===== src/rtl/vrr_pkg.sv =====
package vrr_pkg;
   // register word addresses
   localparam int ADDR_VMIN  = 0;
   localparam int ADDR_VMAX  = 1;
   localparam int ADDR_FLIP  = 2;
   localparam int ADDR_CTRL  = 3;
   localparam int ADDR_PUSH  = 4;
   // control word fields
   localparam int CTRL_EN_BIT   = 0;
   localparam int CTRL_FLIP_BIT = 1;
   localparam int CTRL_FSD_LSB  = 2;
   localparam int CTRL_FSD_W    = 2;
   localparam int CTRL_GB_LSB   = 8;
   // push word fields
   localparam int PUSH_EN_BIT   = 0;
   localparam int PUSH_SEND_BIT = 1;
endpackage


===== src/rtl/vrr_regs.sv =====
module vrr_regs
   import vrr_pkg::*;
#(
   parameter int LINE_W = 13,
   parameter int REG_W  = 16,
   parameter int ADDR_W = 3,
   parameter int GB_W   = 8
) (
   input  logic                  clk,
   input  logic                  rst_n,
   input  logic                  wr_en,
   input  logic [ADDR_W-1:0]     wr_addr,
   input  logic [REG_W-1:0]      wr_data,
   input  logic [ADDR_W-1:0]     rd_addr,
   output logic [REG_W-1:0]      rd_data,
   input  logic                  consume,
   output logic [LINE_W-1:0]     vmin_raw,
   output logic [LINE_W-1:0]     vmax_raw,
   output logic [LINE_W-1:0]     flip_raw,
   output logic                  vrr_on,
   output logic                  flip_en,
   output logic [CTRL_FSD_W-1:0] fsd_code,
   output logic [GB_W-1:0]       guard,
   output logic                  pend
);
   logic [REG_W-1:0] vmin_q, vmax_q, flip_q, ctrl_q;
   logic             push_en_q, pend_q;
   logic             wr_push;

   assign wr_push = wr_en && (wr_addr == ADDR_W'(ADDR_PUSH));

   always_ff @(posedge clk or negedge rst_n) begin
      if (!rst_n) begin
         vmin_q    <= '0;
         vmax_q    <= '0;
         flip_q    <= '0;
         ctrl_q    <= '0;
         push_en_q <= 1'b0;
         pend_q    <= 1'b0;
      end else begin
         if (consume) pend_q <= 1'b0;
         if (wr_en) begin
            if (wr_addr == ADDR_W'(ADDR_VMIN)) vmin_q <= wr_data;
            if (wr_addr == ADDR_W'(ADDR_VMAX)) vmax_q <= wr_data;
            if (wr_addr == ADDR_W'(ADDR_FLIP)) flip_q <= wr_data;
            if (wr_addr == ADDR_W'(ADDR_CTRL)) ctrl_q <= wr_data;
         end
         if (wr_push) begin
            push_en_q <= wr_data[PUSH_EN_BIT];
            pend_q    <= wr_data[PUSH_EN_BIT] & wr_data[PUSH_SEND_BIT];
         end
      end
   end

   always_comb begin
      case (rd_addr)
         ADDR_W'(ADDR_VMIN): rd_data = vmin_q;
         ADDR_W'(ADDR_VMAX): rd_data = vmax_q;
         ADDR_W'(ADDR_FLIP): rd_data = flip_q;
         ADDR_W'(ADDR_CTRL): rd_data = ctrl_q;
         ADDR_W'(ADDR_PUSH): rd_data = REG_W'({pend_q, push_en_q});
         default:            rd_data = '0;
      endcase
   end

   assign vmin_raw = vmin_q[LINE_W-1:0];
   assign vmax_raw = vmax_q[LINE_W-1:0];
   assign flip_raw = flip_q[LINE_W-1:0];
   assign vrr_on   = ctrl_q[CTRL_EN_BIT];
   assign flip_en  = ctrl_q[CTRL_FLIP_BIT];
   assign fsd_code = ctrl_q[CTRL_FSD_LSB +: CTRL_FSD_W];
   assign guard    = ctrl_q[CTRL_GB_LSB +: GB_W];
   assign pend     = pend_q;


   push_clear_chk: assert property (@(posedge clk) disable iff (!rst_n)
      (consume && !wr_push) |=> !pend_q);
endmodule


===== src/rtl/vrr_window.sv =====
module vrr_window
   import vrr_pkg::*;
#(
   parameter int LINE_W = 13,
   parameter int GB_W   = 8,
   parameter bit CLAMP  = 1'b1
) (
   input  logic                  clk,
   input  logic                  rst_n,
   input  logic [LINE_W-1:0]     vmin_raw,
   input  logic [LINE_W-1:0]     vmax_raw,
   input  logic [LINE_W-1:0]     flip_raw,
   input  logic                  flip_en,
   input  logic [CTRL_FSD_W-1:0] fsd_code,
   input  logic [GB_W-1:0]       guard,
   output logic [LINE_W-1:0]     earliest,
   output logic [LINE_W-1:0]     latest,
   output logic [LINE_W-1:0]     exit_len,
   output logic [LINE_W:0]       fixed_total
);
   localparam int CW = LINE_W + 2;

   logic [CW-1:0] exit_c, flip_c, vmax_c, early_c, late_c;
   logic [LINE_W-1:0] early_d, late_d;

   // exit length = guardband + (code+1) + 1 mandatory line
   assign exit_c  = CW'(guard) + CW'(fsd_code) + CW'(2);
   assign flip_c  = flip_en ? CW'(flip_raw) + CW'(1) : CW'(vmin_raw) + CW'(2);
   assign vmax_c  = CW'(vmax_raw) + CW'(1);
   assign early_c = flip_c - exit_c;
   assign late_c  = vmax_c - exit_c;

   generate
      if (CLAMP) begin : g_clamp
         assign early_d = early_c[CW-1] ? '0 : early_c[LINE_W-1:0];
         assign late_d  = late_c[CW-1]  ? '0 : late_c[LINE_W-1:0];
      end else begin : g_wrap
         assign early_d = early_c[LINE_W-1:0];
         assign late_d  = late_c[LINE_W-1:0];
      end
   endgenerate

   always_ff @(posedge clk or negedge rst_n) begin
      if (!rst_n) begin
         earliest    <= '0;
         latest      <= '0;
         exit_len    <= '0;
         fixed_total <= '0;
      end else begin
         earliest    <= early_d;
         latest      <= late_d;
         exit_len    <= exit_c[LINE_W-1:0];
         fixed_total <= {1'b0, vmin_raw} + {{LINE_W{1'b0}}, 1'b1};
      end
   end
endmodule


===== src/rtl/vrr_linegen.sv =====
module vrr_linegen #(
   parameter int LINE_W = 13
) (
   input  logic              clk,
   input  logic              rst_n,
   input  logic              line_tick,
   input  logic              vrr_on,
   input  logic              pend,
   input  logic [LINE_W-1:0] active_h,
   input  logic [LINE_W-1:0] earliest,
   input  logic [LINE_W-1:0] latest,
   input  logic [LINE_W-1:0] exit_len,
   input  logic [LINE_W:0]   fixed_total,
   output logic              consume,
   output logic [LINE_W-1:0] line_num,
   output logic              vblank,
   output logic              latch_stb,
   output logic              fstart_stb
);
   logic [LINE_W-1:0] line_q, rem_q;
   logic              exit_q, latch_q, fs_q;
   logic [LINE_W:0]   nxt;
   logic              start;

   assign nxt   = {1'b0, line_q} + {{LINE_W{1'b0}}, 1'b1};
   assign start = (nxt >= {1'b0, latest}) || (pend && (nxt >= {1'b0, earliest}));
   assign consume = line_tick && vrr_on && !exit_q && start && pend;

   always_ff @(posedge clk or negedge rst_n) begin
      if (!rst_n) begin
         line_q  <= '0;
         rem_q   <= '0;
         exit_q  <= 1'b0;
         latch_q <= 1'b0;
         fs_q    <= 1'b0;
      end else begin
         latch_q <= 1'b0;
         fs_q    <= 1'b0;
         if (line_tick) begin
            if (!vrr_on) begin
               exit_q <= 1'b0;
               if (nxt >= fixed_total) begin
                  line_q <= '0;
                  fs_q   <= 1'b1;
               end else begin
                  line_q  <= nxt[LINE_W-1:0];
                  latch_q <= (nxt == {1'b0, active_h});
               end
            end else if (exit_q) begin
               if (rem_q == '0) begin
                  line_q <= '0;
                  exit_q <= 1'b0;
                  fs_q   <= 1'b1;
               end else begin
                  line_q <= nxt[LINE_W-1:0];
                  rem_q  <= rem_q - 1'b1;
               end
            end else begin
               line_q <= nxt[LINE_W-1:0];
               if (start) begin
                  exit_q  <= 1'b1;
                  rem_q   <= exit_len - 1'b1;
                  latch_q <= 1'b1;
               end
            end
         end
      end
   end

   assign line_num   = line_q;
   assign vblank     = (line_q >= active_h);
   assign latch_stb  = latch_q;
   assign fstart_stb = fs_q;


   fstart_line_chk: assert property (@(posedge clk) disable iff (!rst_n)
      fstart_stb |-> (line_num == '0));

   latch_blank_chk: assert property (@(posedge clk) disable iff (!rst_n)
      latch_stb |-> vblank);

   exit_hold_chk: assert property (@(posedge clk) disable iff (!rst_n)
      (line_tick && vrr_on && exit_q && rem_q != '0) |=> (exit_q && !fstart_stb));
endmodule


===== src/rtl/vrr_vtiming.sv =====
module vrr_vtiming
   import vrr_pkg::*;
#(
   parameter int LINE_W       = 13,
   parameter int REG_W        = 16,
   parameter int ADDR_W       = 3,
   parameter int GB_W         = 8,
   parameter bit CLAMP_WINDOW = 1'b1
) (
   input  logic              clk,
   input  logic              rst_n,
   input  logic              line_tick,
   input  logic              wr_en,
   input  logic [ADDR_W-1:0] wr_addr,
   input  logic [REG_W-1:0]  wr_data,
   input  logic [ADDR_W-1:0] rd_addr,
   output logic [REG_W-1:0]  rd_data,
   input  logic [LINE_W-1:0] active_h,
   output logic              vblank,
   output logic              latch_stb,
   output logic              fstart_stb,
   output logic [LINE_W-1:0] line_num
);
   generate
      if (CTRL_GB_LSB + GB_W > REG_W) begin : g_bad_gb
         $error("guardband field does not fit the register width");
      end
      if (LINE_W > REG_W || LINE_W <= GB_W + 1) begin : g_bad_line
         $error("line width out of range");
      end
      if ((1 << ADDR_W) <= ADDR_PUSH) begin : g_bad_addr
         $error("address width too small for the register map");
      end
   endgenerate

   logic [LINE_W-1:0]     vmin_raw, vmax_raw, flip_raw;
   logic                  vrr_on, flip_en, pend, consume;
   logic [CTRL_FSD_W-1:0] fsd_code;
   logic [GB_W-1:0]       guard;
   logic [LINE_W-1:0]     earliest, latest, exit_len;
   logic [LINE_W:0]       fixed_total;

   vrr_regs #(.LINE_W(LINE_W), .REG_W(REG_W), .ADDR_W(ADDR_W), .GB_W(GB_W)) u_regs (
      .clk(clk), .rst_n(rst_n), .wr_en(wr_en), .wr_addr(wr_addr), .wr_data(wr_data),
      .rd_addr(rd_addr), .rd_data(rd_data), .consume(consume),
      .vmin_raw(vmin_raw), .vmax_raw(vmax_raw), .flip_raw(flip_raw),
      .vrr_on(vrr_on), .flip_en(flip_en), .fsd_code(fsd_code), .guard(guard),
      .pend(pend)
   );

   vrr_window #(.LINE_W(LINE_W), .GB_W(GB_W), .CLAMP(CLAMP_WINDOW)) u_win (
      .clk(clk), .rst_n(rst_n), .vmin_raw(vmin_raw), .vmax_raw(vmax_raw),
      .flip_raw(flip_raw), .flip_en(flip_en), .fsd_code(fsd_code), .guard(guard),
      .earliest(earliest), .latest(latest), .exit_len(exit_len),
      .fixed_total(fixed_total)
   );

   vrr_linegen #(.LINE_W(LINE_W)) u_gen (
      .clk(clk), .rst_n(rst_n), .line_tick(line_tick), .vrr_on(vrr_on), .pend(pend),
      .active_h(active_h), .earliest(earliest), .latest(latest), .exit_len(exit_len),
      .fixed_total(fixed_total), .consume(consume), .line_num(line_num),
      .vblank(vblank), .latch_stb(latch_stb), .fstart_stb(fstart_stb)
   );
endmodule


===== config.mk =====
export PLATFORM = sky130hd
export DESIGN_NAME = vrr_vtiming
export DESIGN_NICKNAME = d
export VERILOG_FILES = /design/src/rtl/vrr_pkg.sv /design/src/rtl/vrr_regs.sv /design/src/rtl/vrr_window.sv /design/src/rtl/vrr_linegen.sv /design/src/rtl/vrr_vtiming.sv
export SDC_FILE = /design/constraint.sdc
export NUM_CORES = 1
export LEC_CHECK = 0
export ABC_AREA = 1
export BUFFER_PORTS_ARGS = -buffer_cell sky130_fd_sc_hd__buf_2
export CAP_MARGIN = 20
export CORE_MARGIN = 1.5
export CORE_UTILIZATION = 56
export DETAILED_ROUTE_END_ITERATION = 12
export PLACE_DENSITY = 0.85
export SYNTH_ARGS = -nofsm -noshare
export SYNTH_HDL_FRONTEND = slang
export SYNTH_SLANG_ARGS = --single-unit

===== constraint.sdc =====
create_clock -name clk -period 3.6 [get_ports clk]
set_clock_uncertainty 0.15 [all_clocks]
set_input_delay 0.72 -clock clk [delete_from_list [all_inputs] [get_ports clk]]
set_output_delay 0.72 -clock clk [all_outputs]
set_load 0.03 [all_outputs]

After elaboration in Yosys (flattened, before gate mapping). Cells that the tools add are included.

Reductions and logical operators: 18. Bitwise operators: 1. Mux-type cells: 26. Eq/ne operators: 10. Add/sub/neg operators: 11. Magnitude comparators: 4.

Operator list (count): two-way mux 13 bit (9); case mux 16 bit (5 select lines) (1); adder 13 x 1 -> 14 bit (second input constant) (4); subtractor 15 bit (2); >= comparator 14 x 13 -> 1 bit (2); subtractor 13 x 1 -> 13 bit (second input constant) (2); adder 15 x 2 -> 15 bit (second input constant) (1); two-way mux 1 bit (15); two-way mux 15 bit (1); adder 13 x 2 -> 14 bit (second input constant) (1); == test 14 x 13 -> 1 bit (1); >= comparator 14 bit (1); >= comparator 13 bit (1); logical NOT 13 bit (1); == test 3 x 2 -> 1 bit (second input constant) (4); adder 8 x 2 -> 9 bit (1); AND reduction 2 bit (4); == test 3 x 1 -> 1 bit (second input constant) (2); == test 3 bit (second input constant) (2); logical AND 1 bit (6); logical NOT 3 bit (2); AND reduction 4 bit (1); nonzero test 2 bit (2); inequality test 2 bit (second input constant) (1); other kinds (3) (3).

Output and inout bits: 32. Logic and storage cells: 85. Bits in registers: 148. Input port bits: 39.

Longest topological paths before layout.
Depth after elaboration: 8. Depth in mapped cells: 22. Depth with buffers taken out: 21.

Modules after synthesis. A second synthesis with hierarchy kept.

Cells, all modules: 1536. Area total of the unflattened synthesis: 11064.4 um2.

By module, submodules not included: vrr_window (sequential area each 1226.2 um2, cells each 523, area each 3885.0 um2, times used 1); vrr_linegen (sequential area each 725.7 um2, cells each 578, area each 3654.8 um2, times used 1); vrr_regs (sequential area each 1651.6 um2, cells each 435, area each 3524.6 um2, times used 1).

Worst setup path before layout. Ideal clock, no wire load.

Path kind: reg2reg. Start: register u_regs.ctrl_q[2]. End: register u_win.earliest[7]. Required time: 3337 ps. Path buffers: 1. Path slack: -133 ps. Period minus slack after synthesis: 3733 ps. Setup time: 113 ps. Data arrival time: 3470 ps. Cell stages (with the launch flop): 22. Path through: dfrtp_1 -> ha_1 -> fa_1 -> nand2_2 -> nand2_1 -> inv_1 -> ha_1 -> inv_1 -> nor3_1 -> nand3_1 -> xor2_1 -> inv_1 -> ha_1 -> a21oi_1 -> nor2_1 -> a211oi_1 -> nand3_1 -> inv_1 -> nand3_2 -> buf_4 -> nand3_1 -> inv_2.

Longest elaborated chain between the ends: 4.

RTL lines: start: declaration (RTL line vrr_regs.sv:26) `logic [REG_W-1:0] vmin_q, vmax_q, flip_q, ctrl_q;`; start signal: assignment (RTL line vrr_regs.sv:46) `if (wr_addr == ADDR_W'(ADDR_CTRL)) ctrl_q <= wr_data;`; adder 8 x 2 -> 9 bit (RTL line vrr_window.sv:27) `assign exit_c = CW'(guard) + CW'(fsd_code) + CW'(2);`; adder 15 x 2 -> 15 bit (RTL line vrr_window.sv:27); named net u_win.exit_c[7] (RTL line vrr_window.sv:23) `logic [CW-1:0] exit_c, flip_c, vmax_c, early_c, late_c;`; subtractor 15 bit (RTL line vrr_window.sv:30) `assign early_c = flip_c - exit_c;`; two-way mux 13 bit (RTL line vrr_window.sv:35) `assign early_d = early_c[CW-1] ? '0 : early_c[LINE_W-1:0];`; named net u_win.early_d[7] (RTL line vrr_window.sv:24) `logic [LINE_W-1:0] early_d, late_d;`; end signal: assignment (RTL line vrr_window.sv:50) `earliest <= early_d;`; end: declaration (RTL line vrr_window.sv:16) `output logic [LINE_W-1:0] earliest,`.

The timed path passes the listed nets, and every way through them passes these cells. A chain may end at the register's enable or synchronous reset.

Final worst setup path. Same ends and word-level chain as after synthesis.

==> qor.txt <==
DRC viols = 0
leakage power = 6.42 nW
GPL Wtd Cong = 1.00
final worst path period share = 97.0%
worst r2r path cells = 20
ys async rst share = 100%
Cell Int Power = 4.47 mW
Yosys top cell area share = 35.0%
Sw Ratio = 42.9%
TritonCTS Buffers = 17
share of cells above drive strength 1 = 15.4%
Final HPWL DP = 21100 um
r2r setup slk = 0.11 ns
average wire per standard cell = 16.2 um
H-tree lvl count = 4
final setup TNS = 0 ns
hold_ws = 0.148 ns
clock root buffer = clkbuf_16
final hold vios = 0
maximum clock frequency = 0.286 GHz
# IOs = 71
max_cap viols = 0
Clk network pwr share = 22.8%
IO buf count = 70
pwr dens = 650 nW/um^2
outcome = finished, final reports clean
type of origin of the critical path = register
Synthesis Warnings = 0
top cells by area, synth = dfrtp_1 35%, nand2_1 13%, ha_1 9.9%, inv_1 8.7%, nand3_1 6.1%
CP required = 3.77 ns
actual slew at the worst max-slew pin = 1.02 ns
final WL = 29000 um
drt via density = 5.59
First-pass DRT Iterations = 11
Post-synth EDFFs = 0
Crit. End Element = register
CP Class = reg2reg
Clock Latency Late Sink = 0.43 ns
Area Growth Syn to Fin = 16.2%
vias in the first global route = 9545
crit-path max FO = 6
post-route minimum period = 3.49 ns
Initial Util = 57.5%
first-pass GRT wire length = 46700 um
post-synth top area cell = dfrtp_1
number of routed nets with antenna violations = 0
CTS tree = built
DR vias = 10.0k
die area = 19300 um^2
worst flop-to-flop path endpoint = u_win.earliest[7]
Reg power frac = 30.4%
Mean Syn Cell Area = 7.14 um^2
CP arrival = 3.67 ns
Max VDD drop = 0.000492 V
Hold/Removal Path Class = in2async
Layout Nets = 1672
Final Setup Violations = 0
register bit total from synthesis = 145
fin. max-slew vios = 0
n_diodes = 0
sequential cell area fraction in the yosys report = 35.0%
Overflow after GRT = 0
Netlist cell types = 49
initial antenna violation count = 0
core area = 18000 um^2
Reg clk slew, reported paths = 0.06 ns
largest net degree at the start of global routing = 67
1st-iter DRT viols = 763
Final Core Density = 66.8%
main flop type after synthesis = dfrtp_1
Comb pwr share = 46.8%
commonest cells after routing, fill and taps aside = 364 x nand2_1, 232 x inv_1, 145 x dfrtp_1
cell area after synthesis = 10400 um^2
die height = 139 um
CTS Buffer Depth = 2
slew margin rel. = 31.6%
R2R Path Start = u_regs.ctrl_q[2]
Switch Pwr = 3.36 mW
# rows = 49
All-Layer GR Usage = 30.0%
most common cell after layout, fill and taps aside = nand2_1
synthesized instance count = 1450
clock tree sinks = 145
chip width = 139 um
fillers = 1492
==> registers in the layout, summed over array words and instances, names as in the netlist <==
register,flops
u_win.earliest,13
u_gen.exit_q,1
u_regs.pend,1
u_regs.ctrl_q,16
u_regs.vmax_q,16
u_gen.fstart_stb,1
u_win.exit_len,10
u_regs.vmin_q,16
u_gen.rem_q,13
u_gen.line_num,13
u_regs.push_en_q,1
u_win.fixed_total,14
u_win.latest,13
u_gen.latch_stb,1
u_regs.flip_q,16
==> power by group through the flow <==
stage | Clock, mW | Combinational [mW] | Sequential (mW)
2_1_floorplan | 0 | 2.35 | 2.32
3_3_place_gp | 0 | 3.11 | 2.37
3_5_place_dp | 0 | 3.24 | 2.39
4_1_cts | 1.79 | 3.37 | 2.37
5_1_grt | 1.87 | 4.10 | 2.42
6_report | 1.79 | 3.66 | 2.38
==> synth_stat cells, types with 2 or more instances <==
cell and count:
nor2_4 2, buf_4 3, o21a_1 3, nand3_2 5, xor2_1 32, nand4_1 24, o2111ai_1 4, o221ai_1 9
nand3_1 126, fa_1 3, conb_1 2, a211oi_1 5, clkbuf_1 23, or2_2 5, dfrtp_1 145, inv_2 20
nor3_2 3, inv_1 239, nand2_1 366, nand3b_1 7, buf_2 4, a221oi_1 3, o21ai_0 120, nand2_2 3
xnor2_1 10, o21bai_1 3, nor2_2 9, nor3_1 16, ha_1 82, or2_1 3, a21oi_1 48, nor2_1 96
o21ai_1 7, nor4_1 5
==> critical path: stages (launching register included) <==
cell	delay, ns
dfrtp_1	0.40
ha_2	0.19
fa_2	0.37
nand2_2	0.09
nand2_2	0.07
inv_1	0.06
ha_2	0.16
inv_1	0.04
nor3_2	0.14
nand3_1	0.14
xor2_2	0.19
inv_2	0.10
ha_4	0.26
a21oi_4	0.18
nor2_2	0.06
a211oi_2	0.23
nand3_1	0.15
inv_2	0.14
nand3_4	0.13
nand3_1	0.11
inv_2	0.03
==> timing repair <==
| action | in CTS | in global routing |
|---|---|---|
| cloned | 1 | 0 |
| hold buffers | 0 | 0 |
| endpoints found under the setup margin | 26 | 38 |
| gates resized for setup | 12 | 34 |
| buffers inserted | 2 | 2 |
| pin swaps | 6 | 19 |
==> kinds of logic after synthesis <==
logic type | Yosys count | synth area share (%)
XOR/XNOR | 42 | 3.55
buffers and inverters | 291 | 10.8
AND/OR/NAND/NOR | 676 | 28.9
adder cells (fa/ha/maj) | 85 | 10.5
AO/OA/AOI/OAI | 207 | 11.0
other | 2 | 0.0725
multiplexers | 2 | 0.205
flip-flops | 145 | 35.0
==> metal layers <==
| layer | track usage [%] | share of wire [%] |
|---|---|---|
| met5 | 0 | 0 |
| met4 | 12.4 | 3.9 |
| met3 | 4.25 | 6.2 |
| met2 | 51.5 | 48 |
| met1 | 38.2 | 42 |
==> how the worst max path moves through the flow <==
stage	end	depth (start not counted)	from	slack, ns
CTS	u_win.latest[12]	19	u_regs.ctrl_q[2]	0.01
global route	u_win.latest[8]	23	u_regs.ctrl_q[8]	-0.07
finish	u_win.earliest[7]	20	u_regs.ctrl_q[2]	0.11
floorplan	u_win.earliest[7]	21	u_regs.ctrl_q[2]	0.01
global placement	u_win.earliest[5]	20	u_regs.ctrl_q[2]	0.03
detailed placement	u_win.earliest[3]	20	u_regs.ctrl_q[2]	-0.19
==> layout make-up <==
cell class	count	area, um^2	share of cell area, %
Timing Repair Buffer	109	662	5.50
Tap cell	229	287	2.38
Sequential cell	145	3630	30.2
Multi-Input combinational cell	1016	5890	49.0
Clock inverter	13	136	1.13
Clock buffer	19	453	3.76
Inverter	259	972	8.08
==> per-stage QoR <==
step / total power [mW] / instances / worst slack (ns) / area (um^2)
floorplan: 4.67 / 1451 / 0.0112 / 10400
global placement: 5.48 / 1753 / 0.0326 / 11100
detailed placement: 5.62 / 1753 / -0.194 / 11100
CTS: 7.53 / 1788 / 0.0121 / 11800
global route: 8.40 / 1790 / -0.0706 / 12000
finish: 7.82 / 1790 / 0.109 / 12000
No activity file was read; power rests on OpenSTA's default activity.
